### src/rtl/mdio_resp_pkg.sv
package mdio_resp_pkg;
  localparam int DATA_W   = 16;
  localparam int REG_AW   = 5;
  localparam int NUM_REGS = 1 << REG_AW;
  localparam int SHIFT_W  = 2 * DATA_W;

  typedef enum logic [1:0] {
    FS_IDLE  = 2'd0,
    FS_READ  = 2'd1,
    FS_WRITE = 2'd2
  } frame_state_t;

  // strobes from control to datapath, valid for one clk cycle
  typedef struct packed {
    logic              loadOut;
    logic              shiftOut;
    logic              commit;
    logic [REG_AW-1:0] regAddr;
    logic [DATA_W-1:0] wrData;
  } dp_ctl_t;
endpackage

### src/rtl/mdio_resp_ctrl.sv
module mdio_resp_ctrl
  import mdio_resp_pkg::*;
(
  input  logic    clk,
  input  logic    rstN,
  input  logic    mdc,
  input  logic    mdo,
  input  logic    mdoe,
  output dp_ctl_t ctl
);
  localparam int CNT_W = $clog2(SHIFT_W + 1);
  localparam logic [CNT_W-1:0] CNT_SYNC = CNT_W'(SHIFT_W);
  localparam logic [CNT_W-1:0] CNT_HDR  = CNT_W'(DATA_W);

  logic               mdcPrev;
  logic [SHIFT_W-1:0] shiftQ;
  logic [CNT_W-1:0]   cntQ;
  frame_state_t       stateQ;
  logic [REG_AW-1:0]  addrQ;

  logic               riseEdge;
  logic               bitIn;
  logic [SHIFT_W-1:0] shiftNext;
  logic [CNT_W-1:0]   cntEff;
  logic [DATA_W-1:0]  hdr;
  logic               startOk;
  logic               wrOk;
  logic               rdOk;
  logic               atHdr;
  frame_state_t       stateMid;
  frame_state_t       stateNext;
  logic [REG_AW-1:0]  addrMid;
  logic [CNT_W-1:0]   cntNext;

  always_comb begin
    riseEdge  = mdc & ~mdcPrev;
    bitIn     = mdo & mdoe;
    shiftNext = {shiftQ[SHIFT_W-2:0], bitIn};
    cntEff    = (&shiftNext) ? CNT_SYNC : cntQ;
    hdr       = shiftNext[DATA_W-1:0];
    startOk   = (hdr[15:14] == 2'b01);
    wrOk      = startOk && (hdr[13:12] == 2'b01) && (hdr[1:0] == 2'b10);
    rdOk      = startOk && (hdr[13:12] == 2'b10) && !hdr[0];
    atHdr     = (cntEff == CNT_HDR);

    stateMid = stateQ;
    addrMid  = addrQ;
    if (atHdr) begin
      stateMid = wrOk ? FS_WRITE : (rdOk ? FS_READ : FS_IDLE);
      if (wrOk || rdOk) addrMid = hdr[6:2];
    end

    stateNext = (cntEff == '0) ? FS_IDLE : stateMid;
    cntNext   = (cntEff == '0) ? '0 : cntEff - 1'b1;

    ctl.loadOut  = riseEdge && atHdr && rdOk;
    ctl.shiftOut = riseEdge && (cntEff < CNT_HDR) && (stateMid == FS_READ);
    ctl.commit   = riseEdge && (cntEff == '0) && (stateMid == FS_WRITE);
    ctl.regAddr  = addrMid;
    ctl.wrData   = shiftNext[DATA_W-1:0];
  end

  always_ff @(posedge clk) begin
    if (!rstN) begin
      mdcPrev <= 1'b0;
      shiftQ  <= '0;
      cntQ    <= '0;
      stateQ  <= FS_IDLE;
      addrQ   <= '0;
    end else begin
      mdcPrev <= mdc;
      if (riseEdge) begin
        shiftQ <= shiftNext;
        cntQ   <= cntNext;
        stateQ <= stateNext;
        addrQ  <= addrMid;
      end
    end
  end
endmodule

### src/rtl/mdio_resp_datapath.sv
module mdio_resp_datapath
  import mdio_resp_pkg::*;
#(
  parameter logic [DATA_W-1:0] ID_WORD_HI = 16'h0022,
  parameter logic [DATA_W-1:0] ID_WORD_LO = 16'h161A,
  parameter int                ID_IDX_HI  = 2,
  parameter int                ID_IDX_LO  = 3
) (
  input  logic    clk,
  input  logic    rstN,
  input  dp_ctl_t ctl,
  output logic    mdi
);
  logic [DATA_W-1:0] regQ [NUM_REGS];
  logic [DATA_W-1:0] outShQ;

  for (genvar i = 0; i < NUM_REGS; i++) begin : g_reg
    if (i == ID_IDX_HI) begin : g_id_hi
      assign regQ[i] = ID_WORD_HI;
    end else if (i == ID_IDX_LO) begin : g_id_lo
      assign regQ[i] = ID_WORD_LO;
    end else begin : g_rw
      always_ff @(posedge clk) begin
        if (!rstN) regQ[i] <= '0;
        else if (ctl.commit && (ctl.regAddr == REG_AW'(i))) regQ[i] <= ctl.wrData;
      end
    end
  end

  always_ff @(posedge clk) begin
    if (!rstN) begin
      outShQ <= '0;
      mdi    <= 1'b0;
    end else if (ctl.loadOut) begin
      outShQ <= regQ[ctl.regAddr];
    end else if (ctl.shiftOut) begin
      mdi    <= outShQ[DATA_W-1];
      outShQ <= {outShQ[DATA_W-2:0], 1'b0};
    end
  end
endmodule

### src/rtl/mdio_resp.sv
module mdio_resp
  import mdio_resp_pkg::*;
#(
  parameter logic [DATA_W-1:0] ID_WORD_HI = 16'h0022,
  parameter logic [DATA_W-1:0] ID_WORD_LO = 16'h161A,
  parameter int                ID_IDX_HI  = 2,
  parameter int                ID_IDX_LO  = 3
) (
  input  logic clk,
  input  logic rstN,
  input  logic mdc,
  input  logic mdo,
  input  logic mdoe,
  output logic mdi
);
  dp_ctl_t ctlBus;

  mdio_resp_ctrl u_ctrl (
    .clk  (clk),
    .rstN (rstN),
    .mdc  (mdc),
    .mdo  (mdo),
    .mdoe (mdoe),
    .ctl  (ctlBus)
  );

  mdio_resp_datapath #(
    .ID_WORD_HI (ID_WORD_HI),
    .ID_WORD_LO (ID_WORD_LO),
    .ID_IDX_HI  (ID_IDX_HI),
    .ID_IDX_LO  (ID_IDX_LO)
  ) u_dp (
    .clk  (clk),
    .rstN (rstN),
    .ctl  (ctlBus),
    .mdi  (mdi)
  );
endmodule

### config.mk
export PLATFORM = sky130hd
export DESIGN_NAME = mdio_resp
export DESIGN_NICKNAME = d
export VERILOG_FILES = /design/src/rtl/mdio_resp_pkg.sv /design/src/rtl/mdio_resp_ctrl.sv /design/src/rtl/mdio_resp_datapath.sv /design/src/rtl/mdio_resp.sv
export SDC_FILE = /design/constraint.sdc
export NUM_CORES = 1
export LEC_CHECK = 0
export BUFFER_PORTS_ARGS = -buffer_cell sky130_fd_sc_hd__buf_2
export CAP_MARGIN = 20
export CORE_MARGIN = 8
export CORE_UTILIZATION = 45
export DETAILED_ROUTE_END_ITERATION = 10
export GPL_TIMING_DRIVEN = 0
export PLACE_DENSITY = 0.7
export SLEW_MARGIN = 20
export SYNTH_ARGS = -nofsm -noshare
export SYNTH_HDL_FRONTEND = slang
export SYNTH_SLANG_ARGS = --single-unit
### constraint.sdc
create_clock -name clk -period 5.2 [get_ports clk]
set_input_delay 1.04 -clock clk [delete_from_list [all_inputs] [get_ports clk]]
set_output_delay 1.04 -clock clk [all_outputs]
set_load 0.05 [all_outputs]
==> out/metrics.yaml <==
floorplan:
  rows: 85
  start_util_pct: 45.6
  die_h_um: 250
  die_x_um: 250
  dieArea_um2: 62400
  ios: 6
  coreArea_um2: 53900
route:
  vias: 24200
  drt_pre_antenna_iters: 7
  drt-initial-drc-count: 3857
  vias_per_cell: 6.50
  wire_per_inst_um: 31.3
  drc: 0
  drtAntennaViolNets: 0
  wl_um: 116000
clocking:
  cts_buffers: 58
  cts_hold_buffers: 0
  cts_htree_levels: 2
  clockBufferDepth: 3
  cts_root_buf: "clkbuf_16"
  numClockSinks: 542
  clk_latency_ns: 0.64
  clk_pin_slew_ns: 0.06
  cts_tree: "yes"
yosys:
  synth-main-ff-cell: "dfxtp_1"
  ys_seq_elements: 542
  seq_area_frac_synth_pct: 44.1
  synth_area_leaders: "dfxtp_1, mux2i_1, nand2_1, a21oi_1, o21ai_0"
  synth_area_per_cell_um2: 8.43
  synth_fp_nets: 2924
  yosysTopAreaCell: "dfxtp_1"
  synth_edf_count: 0
  async_flop_share_pct: 0
  synthCells: 2917
  ys_types: 61
  ys.warnings.count: 0
  synth_top_area_share_pct: 44.1
  netlist_area_um2: 24600
layout:
  drive_gt1_share_pct: 9.68
  nFillCells: 5118
  final_common_cell: "dfxtp_1"
  area_growth_pct: 13.0
  fin_area_um2: 27800
  layout_common_cells: "dfxtp_1, nand2_1, mux2i_1"
  multi_input_area_um2: 12400
  final-instance-count-excl-fill: 3716
  regArea_um2: 10900
  nets: 2983
setup_path:
  worstSetupEndpointType: "register"
  cp.required_ns: 5.74
  cp_top_family: "simple AND/OR/NAND/NOR gates"
  setup.worst_path.start: "u_ctrl.shiftQ[12]"
  cp_num_buf_inv: 4
  worst_r2r_startpoint: "u_ctrl.shiftQ[12]"
  critPathSlowestCell: "a311oi_2"
  startpoint_type: "register"
  max_stage_delay_ns: 0.68
  worst_path_most_repeated_cell: "buf_2"
  crit_type: "reg -> reg"
  worst_ep_arrival_time_ns: 5.71
  crit_fanout: 10
  crit_path_cell_trace: "buf_2, nand4_1, nor4_2, nand3_1, nand2_1, ha_1, or4b_1, buf_2, buf_2, o21ai_1, clkbuf_1, and3_1, a211oi_1, a311oi_2, nor4_1, o32ai_1"
timing:
  slew_violations: 0
  worstMarginPinSlew_ns: 1.25
  fmax_ghz: 0.193
  fin_ws_ns: 0.0273
  holdWs_ns: 0.454
  period_needed_ns: 5.17
  rsz0062_at_grt: "false"
  slew_headroom_pct: 16.4
  finalCritPeriodShare_pct: 99.5
  setup_violations: 0
  finClkSkew_ns: 0.0213
  final_hold_viol_count: 0
placement:
  dpl.hpwl_um: 84800
  dp_cells: 3619
  portBuffers: 4
  placed_cell_area_um2: 25500
  place_congestion: 1.07
  pre_cts_ws_ns: -1.94
grt:
  grt_max_degree: 15
  antenna_found_initial: 7
  grt-ovfl-total: 0
  grt_usage_pct: 35.5
  grt_pass1_wl_um: 162000
  first_global_vias: 22000
worst_hold_path:
  hold_path.class: "reg -> reg"
  min_from: "u_dp.regQ[495]"
status:
  status: "finished, final reports clean"
pwr:
  vdd_drop_max_uv: 256
  p_leak_nw: 8.88
  p_total_w: 0.00924
  powerDensity_nw_per_um2: 333
run:
  maxCapViolations: 0
-- metrics by stage --
step	TNS (ns)	utilization (%)
after floorplan	0	-
after global placement	-291.40	47.2
after detailed placement	-178.84	47.3
after CTS	0	51.3
after global routing	0	51.5
final	0	51.5
-- registers in the layout, summed over array words and instances, names as in the netlist --
register and flops:
u_ctrl.mdcPrev 1, u_dp.mdi 1, u_ctrl.addrQ 5, u_ctrl.shiftQ 31, u_ctrl.stateQ 2, u_dp.regQ 480, u_dp.outShQ 16, u_ctrl.cntQ 6
-- report_power, final --
part	switching, W	leakage (nW)	internal (W)
clock network	0.00179	0.970	0.00258
logic	0.000530	3.55	0.000159
registers	0.0000198	4.37	0.00416
total	0.00234	8.88	0.00690
-- worst register-to-register path, delay by kind of cell, from the launching register on --
kind | cells | cell delay (ns)
buffers and inverters | 4 | 1.34
and+or+nand+nor | 7 | 1.92
adders and majority gates | 1 | 0.21
DFF | 1 | 0.30
AOI/OAI and AO/OA | 4 | 1.31
-- cell families after synthesis --
family,share of synthesized area [%]
AOI/OAI and AO/OA,17.2
buffers and inverters,6.28
and+or+nand+nor,16.6
DFF,44.1
adders and majority gates,0.102
muxes,15.7
-- what timing repair did --
action                                  4_1_cts  5_1_grt
endpoints found under the setup margin      473       38
resized for setup                            56       23
buffers inserted                              0        1
-- layout make-up --
type                       instances  share of cell area [%]
clock buffer                      83                    6.23
tap                              696                    3.14
buffer                           297                    5.59
inverter                           4                  0.0541
timing repair buffer               8                   0.194
clock inverter                    17                   0.865
antenna                            4                  0.0360
multi-input combinational       2065                    44.8
sequential                       542                    39.1
-- layer usage --
| layer | global-route usage (%) | vias to the layer above | wire, um |
|---|---|---|---|
| met1 | 48.1 | 11700 | 46800 |
| met4 | 17.3 | 8 | 6710 |
| met2 | 51.3 | 1790 | 47600 |
| li1 | - | 10300 | - |
| met5 | 0 | - | 59 |
| met3 | 9.82 | 400 | 15100 |
-- Yosys cell counts (4+ instances only) --
library cell	instances
clkbuf_1	192
nor2_8	4
a311oi_1	10
nor4_1	39
mux2i_1	381
nand4_1	9
o32ai_1	14
nor2_1	268
buf_1	10
o22ai_1	49
buf_4	27
nand3_2	6
nor2_2	8
a22oi_1	9
buf_8	10
nand2_1	428
o221ai_1	15
nor3_1	11
nand3_1	58
a21o_1	14
a31oi_1	5
and3_1	57
a211oi_1	31
buf_2	54
buf_6	13
nor4b_1	5
a21oi_1	304
nor2b_1	7
dfxtp_1	542
o21ai_0	281
or2_2	4
-- final timing paths --
check / cells after the start / slack (ns) / to
hold / removal: 2 / 0.45 / u_dp.regQ[495]
hold reg to reg: 2 / 0.45 / u_dp.regQ[495]
setup / recovery: 16 / 0.03 / u_dp.outShQ[11]
setup reg to reg: 16 / 0.03 / u_dp.outShQ[11]
No activity file was read; power rests on OpenSTA's default activity.
